File: config.mk
export PLATFORM = sky130hd
export DESIGN_NAME = i2c_slave_buf
export DESIGN_NICKNAME = d
export VERILOG_FILES = /design/src/rtl/i2c_slave_buf.sv
export SDC_FILE = /design/constraint.sdc
export NUM_CORES = 1
export LEC_CHECK = 0
export BUFFER_PORTS_ARGS = -buffer_cell sky130_fd_sc_hd__buf_2
export CAP_MARGIN = 20
export CORE_MARGIN = 2
export CORE_UTILIZATION = 63
export CTS_BUF_LIST = sky130_fd_sc_hd__clkbuf_4 sky130_fd_sc_hd__clkbuf_8
export DETAILED_ROUTE_END_ITERATION = 12
export GPL_ROUTABILITY_DRIVEN = 0
export HOLD_SLACK_MARGIN = 0.12
export PLACE_DENSITY_LB_ADDON = 0.3
export SLEW_MARGIN = 40
export SYNTH_ARGS = -nofsm -noshare
export SYNTH_HDL_FRONTEND = slang
export SYNTH_SLANG_ARGS = --single-unit
File: constraint.sdc
create_clock -name clk -period 3.3 [get_ports clk]
set_clock_uncertainty 0.1 [all_clocks]
set_input_delay 0.33 -clock clk [delete_from_list [all_inputs] [get_ports clk]]
set_output_delay 0.33 -clock clk [all_outputs]
set_load 0.1 [all_outputs]
File: src/rtl/i2c_slave_buf.sv
module i2c_slave_buf (
  input  logic       clk,
  input  logic       rst_n,
  input  logic       en,
  input  logic [6:0] own_addr,
  input  logic       wr_tx,
  input  logic [7:0] wdata,
  input  logic       rd_rx,
  output logic [7:0] rx_data,
  output logic       rxbf,
  output logic       txbe,
  output logic       match,
  output logic       srw,
  output logic       rxak,
  input  logic       scl_i,
  input  logic       sda_i,
  output logic       sda_oe
);

  typedef enum logic [2:0] {IDLE, ADDR, ACK, ACKD, RX, TX, MACK} st_t;
  st_t st;

  logic [1:0] scl_sy, sda_sy;
  logic       p_scl, p_sda;
  logic [2:0] cnt;
  logic [7:0] sh, osh, txh;

  wire s_scl = scl_sy[1];
  wire s_sda = sda_sy[1];
  wire scl_rise = s_scl & ~p_scl;
  wire scl_fall = ~s_scl & p_scl;
  wire start_det = s_scl & p_scl & p_sda & ~s_sda;
  wire stop_det  = s_scl & p_scl & ~p_sda & s_sda;

  wire ld_addr = en && st == ADDR && scl_rise && cnt == 3'd7 && sh[6:0] == own_addr && s_sda;
  wire ld_ack  = en && st == MACK && scl_rise && !s_sda;
  wire ld      = ld_addr | ld_ack;
  wire rx_done = en && st == RX && scl_rise && cnt == 3'd7;

  always_ff @(posedge clk or negedge rst_n) begin
    if (!rst_n) begin
      scl_sy <= 2'b11; sda_sy <= 2'b11; p_scl <= 1'b1; p_sda <= 1'b1;
    end else begin
      scl_sy <= {scl_sy[0], scl_i};
      sda_sy <= {sda_sy[0], sda_i};
      p_scl  <= s_scl;
      p_sda  <= s_sda;
    end
  end

  always_ff @(posedge clk or negedge rst_n) begin
    if (!rst_n) begin
      st <= IDLE; cnt <= '0; sh <= '0; osh <= '0; rx_data <= '0;
      match <= 1'b0; srw <= 1'b0; rxak <= 1'b0; sda_oe <= 1'b0;
    end else if (!en) begin
      st <= IDLE; match <= 1'b0; sda_oe <= 1'b0;
    end else if (start_det) begin
      st <= ADDR; cnt <= '0; match <= 1'b0; sda_oe <= 1'b0;
    end else if (stop_det) begin
      st <= IDLE; match <= 1'b0; sda_oe <= 1'b0;
    end else begin
      if (ld) osh <= txh;
      case (st)
        ADDR: if (scl_rise) begin
          sh  <= {sh[6:0], s_sda};
          cnt <= cnt + 3'd1;
          if (cnt == 3'd7) begin
            if (sh[6:0] == own_addr) begin
              match <= 1'b1; srw <= s_sda; st <= ACK;
            end else st <= IDLE;
          end
        end
        ACK: if (scl_fall) begin
          sda_oe <= 1'b1; st <= ACKD;
        end
        ACKD: if (scl_fall) begin
          cnt <= '0;
          if (srw) begin st <= TX; sda_oe <= ~osh[7]; end
          else     begin st <= RX; sda_oe <= 1'b0;    end
        end
        RX: if (scl_rise) begin
          sh  <= {sh[6:0], s_sda};
          cnt <= cnt + 3'd1;
          if (cnt == 3'd7) begin
            rx_data <= {sh[6:0], s_sda}; st <= ACK;
          end
        end
        TX: if (scl_fall) begin
          if (cnt == 3'd7) begin
            sda_oe <= 1'b0; st <= MACK; cnt <= '0;
          end else begin
            osh <= {osh[6:0], 1'b1}; sda_oe <= ~osh[6]; cnt <= cnt + 3'd1;
          end
        end
        MACK: if (scl_rise) begin
          rxak <= s_sda;
          st   <= s_sda ? IDLE : ACKD;
        end
        default: ;
      endcase
    end
  end

  always_ff @(posedge clk or negedge rst_n) begin
    if (!rst_n) begin
      txh <= 8'hFF; txbe <= 1'b0; rxbf <= 1'b0;
    end else if (en) begin
      if (wr_tx) txh <= wdata;
      if (wr_tx) txbe <= 1'b0;
      else if (ld) txbe <= 1'b1;
      if (rx_done) rxbf <= 1'b1;
      else if (rd_rx) rxbf <= 1'b0;
    end
  end

  p_idle_release_r10: assert property (@(posedge clk) disable iff (!rst_n)
    st == IDLE |-> !sda_oe);
  p_stop_clears_r10: assert property (@(posedge clk) disable iff (!rst_n)
    (en && stop_det) |=> !match && st == IDLE);
  p_disabled_quiet_r11: assert property (@(posedge clk) disable iff (!rst_n)
    !en |=> !match && !sda_oe);
  p_rd_clears_r5: assert property (@(posedge clk) disable iff (!rst_n)
    (en && rd_rx && !rx_done) |=> !rxbf);
  p_wr_loads_r7: assert property (@(posedge clk) disable iff (!rst_n)
    (en && wr_tx) |=> !txbe && txh == $past(wdata));
  p_txbe_only_read_r6: assert property (@(posedge clk) disable iff (!rst_n)
    $rose(txbe) |-> match && srw);
  p_nack_no_copy_r9: assert property (@(posedge clk) disable iff (!rst_n)
    (st == MACK && scl_rise && s_sda && !wr_tx) |=> $stable(txbe) && $stable(osh));

endmodule

==> flow_metrics.tcl, run 1 <==
set metrics [dict create \
    outcome "finished clean" \
    antenna_left 0 \
    cp-startpoint "cnt[1]" \
    synth_xor_xnor_area_share_pct 2.94 \
    critPathMaxFanout 7 \
    leakage_uw 0.00123 \
    worst_slew_pin_slew_ps 663 \
    synthAdderAreaFrac_pct 1.05 \
    h-tree-depth 2 \
    die_area_mm2 0.00430 \
    antenna_found_initial 0 \
    vias_per_cell 6.24 \
    fillers 225 \
    rsz0062_at_grt "no" \
    grt_pass1_vias 1794 \
    muxShareOfSynthArea_pct 12.3 \
    clock_latency_ps 300 \
    finalSetupTns_ps 0 \
    hpwl_um 3410 \
    synth-edff-count 0 \
    endpoint_kind "flop" \
    die_y_um 65.6 \
    fin_area_mm2 0.00273 \
    portBuffers 35 \
    r2r_slack_ps 960 \
    synth_area_leaders "dfrtp_1 37%, dfstp_2 15%, mux2_2 12%, xnor2_1 2.9%, o221a_1 2.8%" \
    cts_tree "done" \
    cts_root_buffer "clkbuf_8" \
    totalPowerFinal_uw 1170 \
    drc 0 \
    numCtsBuffers 5 \
    worstPathArrival_ps 2470 \
    wl_per_cell_um 17.2 \
    cts_buffer_depth 2 \
    finalCritPeriodShare_pct 70.8 \
    drtIter0Drc 195 \
    async_flop_share_pct 100 \
    setup_violations 0 \
    slew_headroom_pct 55.7 \
    cap_viol_max_count 0 \
    die_x_um 65.6 \
    vias 1741 \
    report.final.slew_viol_count 0 \
    num_rows 22 \
    fmax_mhz 428 \
    ys_types 51 \
    netlist.area_leader.share_pct 36.7 \
    grt_max_degree 50 \
    core_mm2 0.00366 \
    io_pins 36 \
    synthMostInstantiatedCell "dfrtp_1" \
    peakVddDrop_v 0.000380 \
    grt_overflow_total 0 \
    reg2reg_from "cnt[1]" \
    drtPass1Iterations 4 \
    yosysTopAreaCell "dfrtp_1" \
    ys_ff_latch 49 \
    finalHoldViolations 0 \
    synthCells 193 \
    routed_wl_um 4790 \
    final_nets 254 \
    crit_end "osh[7]" \
    yosys.area_share.simple_pct 14.1 \
    synth_compound_area_share_pct 14.4 \
    r2r_end "osh[7]" \
    drive_gt1_share_pct 42.4 \
    grtUsageTotal_pct 25.3 \
    syn_to_final_growth_pct 14.4 \
    fin_crit_ps 2340 \
    cts_setup_buffers 0 \
    synth_fp_nets 217 \
    r2r_cells 7 \
    synth_area_mm2 0.00239 \
    grt_first_pass_wirelength_um 8140 \
    start_util_pct 65.2 \
    path_class "reg -> reg" \
    num_antenna_cells 0 \
    yosysSeqAreaShare_pct 52.1 \
    cts.sinks 49 \
    synth_commonest_cells "35 x dfrtp_1, 26 x mux2_2, 14 x dfstp_2" \
    syn_area_per_cell_um2 12.4 \
    synth_top_family_by_area "compound AO/OA/AOI/OAI gates" \
    p_per_area_mw_per_mm2 429 \
    synthFlopType "dfrtp_1" \
    cp-start-kind "flop" \
    post-route-util_pct 74.6 \
    yosys_warnings 0 \
    postPlaceCellArea_mm2 0.00258 \
    clk_pin_slew_ps 80 \
    worstPathRequired_ps 3440 \
    min_path_type "in -> reg" \
]
==> what timing repair did <==
action | in CTS | in global routing
hold endpoints to repair | 37 | 0
hold buffers | 3 | 0
resized for setup | 0 | 0
==> critical path, cell delays in order, from the launching register on <==
cell and delay (ps):
dfrtp_1 360, ha_1 150, ha_1 290, and4bb_1 230, nand4_1 140, or4_4 480, nand3b_1 260, o221a_1 250
==> metal layers <==
metal	routed length, um	part of all wire, %	up-vias	track usage (%)
li1	-	-	787	-
met1	2040	43	865	31.9
met2	2380	50	75	40.2
met3	258	5.4	14	6.34
met4	111	2.3	0	13.8
met5	0	0	-	0
==> registers in the layout (all words and copies together) (netlist names), 2 cells and up <==
| register | count |
|---|---|
| sh | 7 |
| cnt | 3 |
| rx_data | 8 |
| osh | 8 |
| st | 3 |
| scl_sy | 2 |
| txh | 8 |
| sda_sy | 2 |
==> logic make-up after synthesis <==
kind of cell / count (synthesis)
XOR/XNOR: 8
AND/OR/NAND/NOR: 49
AO/OA/AOI/OAI: 43
multiplexers: 26
adder cells (fa/ha/maj): 2
buffers and inverters: 16
flip-flops: 49
==> layout by cell type, fill, tap and decap left out, types with 2 or more instances in the layout <==
| cell | count |
|---|---|
| xnor2_1 | 8 |
| a211oi_2 | 2 |
| buf_2 | 34 |
| nand2b_1 | 4 |
| a22o_1 | 2 |
| o221ai_1 | 2 |
| nor2_1 | 8 |
| or2_2 | 6 |
| mux2_2 | 26 |
| ha_1 | 2 |
| nor2b_1 | 2 |
| nand2_1 | 8 |
| o221a_1 | 6 |
| nand4_1 | 3 |
| o211ai_1 | 2 |
| o21ai_0 | 5 |
| clkbuf_8 | 6 |
| o22ai_1 | 3 |
| a21o_1 | 2 |
| dfstp_2 | 14 |
| a21oi_1 | 5 |
| inv_1 | 8 |
| o31ai_1 | 3 |
| dlygate4sd3_1 | 3 |
| dfrtp_1 | 35 |
| nand3b_1 | 6 |
==> worst min-delay path by stage <==
stage,start,end,slack (ps),cells past startpoint
after CTS,wdata[3],txh[3],160,2
final,wdata[3],txh[3],160,2
after floorplan,rst_n,cnt[0],-70,0
after global placement,scl_sy[0],scl_sy[1],250,0
after global routing,wdata[5],txh[5],150,2
after detailed placement,scl_sy[0],scl_sy[1],250,0
==> layout make-up <==
class | count | area, um2 | share of cell area [%]
Sequential cell | 49 | 1240 | 45.6
Clock buffer | 7 | 90.1 | 3.30
Inverter | 8 | 30.0 | 1.10
Tap cell | 48 | 60.1 | 2.20
Clock inverter | 1 | 30.0 | 1.10
Timing Repair Buffer | 38 | 208 | 7.61
Multi-Input combinational cell | 128 | 1070 | 39.1
==> stage by stage <==
stage                     setup WS (ps)  instances  hold WS, ps
after CTS                           983        279          157
after global routing                842        279          150
after floorplan                    1110        193        -65.6
after detailed placement           1030        268          250
after global placement             1130        268          246
final                               964        279          161
==> where the power goes <==
part / total [uW] / internal, uW / switching [uW] / leakage (uW)
logic: 74.2 / 36.1 / 38.1 / 0.000535
clock network: 444 / 255 / 189 / 0.0000619
registers: 653 / 634 / 19.0 / 0.000636
No activity file was read; power rests on OpenSTA's default activity.
==> run 2, diff against run 1 <==
--- a/config.mk
+++ b/config.mk
@@ -8,7 +8,7 @@
 export BUFFER_PORTS_ARGS = -buffer_cell sky130_fd_sc_hd__buf_2
 export CAP_MARGIN = 20
 export CORE_MARGIN = 2
-export CORE_UTILIZATION = 63
+export CORE_UTILIZATION = 59
 export CTS_BUF_LIST = sky130_fd_sc_hd__clkbuf_4 sky130_fd_sc_hd__clkbuf_8
 export DETAILED_ROUTE_END_ITERATION = 12
 export GPL_ROUTABILITY_DRIVEN = 0
==> constraint.sdc (replaced) <==
create_clock -name clk -period 2.26 [get_ports clk]
set_clock_uncertainty 0.1 [all_clocks]
set_input_delay 0.226 -clock clk [delete_from_list [all_inputs] [get_ports clk]]
set_output_delay 0.226 -clock clk [all_outputs]
set_load 0.1 [all_outputs]
==> run 2 against run 1 <==
Net effect: critical path depth did not move; die area increased by 6.4%; sequential share of layout area shrank 3.3 points; hold slack better by 44 ps; fmax rose by 7.5%; combinational power up 67%; count of clock-buffer cells in the layout unchanged; via count up 2.0%; critical endpoint is now osh[3]; highest routed layer unchanged.
==> flow_metrics.tcl, run 2 (synthesis gave the netlist of run 1 again) <==
set metrics [dict create \
    outcome "finished clean" \
    numCtsBuffers 5 \
    clk_pin_slew_ps 90 \
    grt_first_pass_wirelength_um 8180 \
    start_util_pct 60.6 \
    drtPass1Iterations 4 \
    intPower_uw 1360 \
    critPathSlowestCell "or4_4" \
    grt_pass1_vias 1742 \
    cts_tree "done" \
    vias 1776 \
    fin_crit_ps 2170 \
    hpwl_um 3380 \
    p_seq_share_pct 55.4 \
    worstPathArrival_ps 2270 \
    cts_buffer_depth 2 \
    clockPowerShare_pct 37.4 \
    instances_no_fill 304 \
    num_antenna_cells 0 \
    path_depth 7 \
    cp-start-kind "flop" \
    antenna_found_initial 0 \
    fmax_mhz 460 \
    cp-startpoint "cnt[1]" \
    r2r_slack_ps 90 \
    die_area_mm2 0.00457 \
    worstPathRequired_ps 2350 \
    setup_slack_ps 87.1 \
    crit_end "osh[3]" \
    crit_chain "ha_2 -> ha_4 -> and4bb_1 -> nand4_1 -> or4_4 -> nor2b_4 -> o221a_1" \
    core_mm2 0.00394 \
    critPathMaxFanout 8 \
    grt_max_degree 50 \
    h-tree-depth 2 \
    leakage_uw 0.00133 \
    final_nets 277 \
    report.final.slew_viol_count 0 \
    clock_latency_ps 300 \
    cts.sinks 49 \
    max_stage_delay_ps 470 \
    portBuffers 35 \
    most-common-layout-cells "35 x dfrtp_1, 35 x buf_2, 26 x mux2_2, 14 x dfstp_2, 14 x buf_4" \
    min_path_type "in -> reg" \
    cts_root_buffer "clkbuf_8" \
    drc 0 \
    die_x_um 67.6 \
    antenna_left 0 \
    vias_per_cell 5.84 \
    cap_viol_max_count 0 \
    drive_gt1_share_pct 44.9 \
    critPathBufInv 0 \
    reg2reg_from "cnt[1]" \
    setup_violations 0 \
    endpoint_kind "flop" \
    r2r_end "osh[3]" \
    grtUsageTotal_pct 24.4 \
    p_per_area_mw_per_mm2 584 \
    num_rows 23 \
    finalHoldViolations 0 \
    p_sw_uw 354 \
    dp_slack_ps 73.7 \
    top_regs "osh x8, rx_data x8, txh x8" \
    grt_overflow_total 0 \
    slew_headroom_pct 60.8 \
    path_class "reg -> reg" \
    r2r_cells 7 \
    routed_wl_um 5090 \
    drtIter0Drc 215 \
    comb_power_share_pct 7.2 \
    io_pins 36 \
    crit_family "simple AND/OR/NAND/NOR gates" \
    peakVddDrop_v 0.000504 \
    wl_per_cell_um 16.7 \
    die_y_um 67.6 \
    switching_share_pct 20.6 \
    syn_to_final_growth_pct 23.2 \
    finalCritPeriodShare_pct 96.1 \
    worst_slew_pin_slew_ps 588 \
    placedCellCount 281 \
]
-- run 2: how the worst min path moves through the flow --
stage / to / start / cells past startpoint / slack, ps
2_1_floorplan: cnt[0] / rst_n / 0 / -170
3_3_place_gp: scl_sy[0] / scl_i / 1 / 230
3_5_place_dp: scl_sy[0] / scl_i / 1 / 230
4_1_cts: rxbf / en / 3 / 200
5_1_grt: rxbf / en / 3 / 210
6_report: rxbf / en / 3 / 200
-- run 2: final cells by class --
cell class,instances,area (um2)
fillers,265,1000
flip-flops and latches,49,1240
inverters,8,30.0
clock inverters,1,30.0
repair buffers,61,400
clock buffers,7,90.1
well taps,50,62.6
multi-input cells,128,1080
-- run 2: per-stage QoR --
stage                     util [%]  hold WS [ps]  power (uW)  instance area [um2]  TNS (ps)
after floorplan                  -          -170        1020                 2390         0
after global placement        67.5           231        1070                 2660         0
after detailed placement      67.5           232        1070                 2660         0
after CTS                     73.6           198        1730                 2900         0
after global routing          74.6           206        1790                 2940     -17.2
final                         74.6           205        1720                 2940         0
-- run 2: worst min-delay path, stage by stage --
cell,delay (ps)
buf_2,170
nand2_1,70
a21o_1,100
-- run 2: repair_timing --
action                                 CTS  global route
gates resized for setup                  0             3
hold buffers                            12             0
buffers inserted                         0             3
setup endpoints to repair                0             7
endpoints found under the hold margin   46             0
-- run 2: metal layers --
metal  share of wire (%)  GRT usage (%)
met5                   0              0
met4                 1.8           9.44
met3                 4.8           5.50
met2                  51           39.5
met1                  42           31.9
-- run 2: power by group through the flow --
stage / Combinational, uW / Clock (uW) / Sequential (uW)
2_1_floorplan: 64.7 / 0 / 954
3_3_place_gp: 104 / 0 / 966
3_5_place_dp: 107 / 0 / 967
4_1_cts: 124 / 659 / 952
5_1_grt: 137 / 693 / 957
6_report: 124 / 642 / 952
==> run 3, diff against run 2 <==
--- a/config.mk
+++ b/config.mk
@@ -6,7 +6,7 @@
 export NUM_CORES = 1
 export LEC_CHECK = 0
 export BUFFER_PORTS_ARGS = -buffer_cell sky130_fd_sc_hd__buf_2
-export CAP_MARGIN = 20
+export CORE_ASPECT_RATIO = 0.5
 export CORE_MARGIN = 2
 export CORE_UTILIZATION = 59
 export CTS_BUF_LIST = sky130_fd_sc_hd__clkbuf_4 sky130_fd_sc_hd__clkbuf_8
@@ -14,7 +14,7 @@
 export GPL_ROUTABILITY_DRIVEN = 0
 export HOLD_SLACK_MARGIN = 0.12
 export PLACE_DENSITY_LB_ADDON = 0.3
-export SLEW_MARGIN = 40
+export SLEW_MARGIN = 20
 export SYNTH_ARGS = -nofsm -noshare
 export SYNTH_HDL_FRONTEND = slang
 export SYNTH_SLANG_ARGS = --single-unit
==> run 3 against run 2 <==
Net effect: die area rose by 0.68%; final area fell by 1.0%; total power fell by 4.8%; clock power fell by 13%; count of clock-buffer cells in the layout fell by 1; sequential cell count did not move; worst setup slack got worse by 69 ps; routed wire length fell by 0.43%; non-clock buffer count did not move; critical endpoint is now osh[5].
==> flow_metrics.tcl, run 3 (synthesis gave the netlist of run 1 again) <==
set metrics [dict create \
    crit_end "osh[5]" \
    cts.sinks 49 \
    grt_max_degree 50 \
    endpoint_kind "flop" \
    peakVddDrop_v 0.000368 \
    report.final.slew_viol_count 0 \
    start_util_pct 61.5 \
    io_pins 36 \
    worstPathRequired_ps 2350 \
    clk_pin_slew_ps 90 \
    worstPathArrival_ps 2340 \
    num_antenna_cells 0 \
    r2r_slack_ps 20 \
    drtPass1Iterations 4 \
    antenna_left 0 \
    grt_pass1_vias 1666 \
    syn_to_final_growth_pct 21.9 \
    num_rows 16 \
    wl_per_cell_um 16.5 \
    top_regs "osh x8, rx_data x8, txh x8" \
    post-route-util_pct 74.9 \
    cts_resized 0 \
    leakage_uw 0.00133 \
    fin_crit_ps 2240 \
    cap_viol_max_count 0 \
    critPathMaxFanout 8 \
    portBuffers 35 \
    fin_area_mm2 0.00291 \
    p_per_area_mw_per_mm2 562 \
    die_x_um 94.0 \
    fmax_mhz 446 \
    finalCritPeriodShare_pct 99.2 \
    antenna_found_initial 0 \
    vias 1790 \
    r2r_cells 7 \
    cts_tree "done" \
    h-tree-depth 2 \
    hpwl_um 3400 \
    die_area_mm2 0.00460 \
    cts_root_buffer "clkbuf_8" \
    path_class "reg -> reg" \
    final_nets 277 \
    core_mm2 0.00388 \
    vias_per_cell 5.81 \
    worst_slew_pin_slew_ps 597 \
    hp-start "en" \
    most-common-layout-cells "35 x dfrtp_1, 35 x buf_2, 26 x mux2_2, 14 x dfstp_2, 14 x buf_4" \
    postPlaceCellArea_mm2 0.00267 \
    grt_first_pass_wirelength_um 8280 \
    die_y_um 49.0 \
    setup_violations 0 \
    grt_overflow_total 0 \
    clock_latency_ps 310 \
    grtUsageTotal_pct 23.6 \
    cts_buffer_depth 2 \
    drtIter0Drc 116 \
    reg2reg_from "cnt[0]" \
    finalHoldViolations 0 \
    r2r_end "osh[5]" \
    totalPowerFinal_uw 1640 \
    slew_headroom_pct 60.2 \
    fillers 264 \
    outcome "finished clean" \
    drive_gt1_share_pct 44.1 \
    cp-startpoint "cnt[0]" \
    min_path_type "in -> reg" \
    cp-start-kind "flop" \
    numCtsBuffers 5 \
    routed_wl_um 5070 \
    drc 0 \
]
run 3: changes by cell type in the layout (fill, tap and decap cells not counted):
cell / delta
inv_6: +1
bufinv_16: -1
ha_4: -1
ha_2: -1
ha_1: +2
clkinv_4: +1
clkbuf_4: -1
run 3: layout make-up:
| class | instances | area [um2] | share of cell area [%] |
|---|---|---|---|
| Clock inverter | 2 | 17.5 | 0.602 |
| Inverter | 8 | 30.0 | 1.03 |
| Multi-Input combinational cell | 128 | 1070 | 36.7 |
| Clock buffer | 6 | 82.6 | 2.84 |
| Sequential cell | 49 | 1240 | 42.7 |
| Timing Repair Buffer | 61 | 400 | 13.8 |
| Tap cell | 54 | 67.6 | 2.32 |
run 3: worst min path at each step:
stage,depth (start not counted),slack [ps],endpoint
final,3,200,rxbf
after global routing,3,230,rxbf
after CTS,3,190,rxbf
after detailed placement,1,230,sda_sy[0]
after global placement,1,230,scl_sy[0]
after floorplan,0,-170,cnt[0]
run 3: repair_timing:
item | CTS | global route
endpoints found under the hold margin | 46 | 0
endpoints found under the setup margin | 0 | 7
hold buffers | 12 | 0
buffers inserted | 0 | 3
run 3: stage by stage:
| stage | setup WS, ps | hold slack [ps] | instances | TNS (ps) |
|---|---|---|---|---|
| 6_report | 18.2 | 198 | 308 | 0 |
| 5_1_grt | -24.2 | 226 | 308 | -43.5 |
| 4_1_cts | 26.1 | 191 | 305 | 0 |
| 3_5_place_dp | 65.1 | 232 | 285 | 0 |
| 3_3_place_gp | 144 | 231 | 285 | 0 |
| 2_1_floorplan | 65.3 | -170 | 193 | 0 |
run 3: power breakdown:
group	internal [uW]	switching [uW]	total (uW)
combinational	67.2	61.5	129
sequential	926	23.2	949
clock	254	304	558
total	1250	389	1640
run 3: layer usage:
layer / GRT usage [%] / routed length, um / up-vias
met5: 0 / 0 / -
met4: 5.31 / 72 / 0
met3: 8.35 / 294 / 8
met2: 34.5 / 2330 / 57
met1: 34.1 / 2380 / 890
li1: - / - / 835
run 3: critical path: stages, from the launching register on:
cell      delay [ps]
dfrtp_1          370
ha_1             150
ha_1             160
and4bb_1         240
nand4_1          150
or4_4            490
nor2b_4          180
o221a_1          290
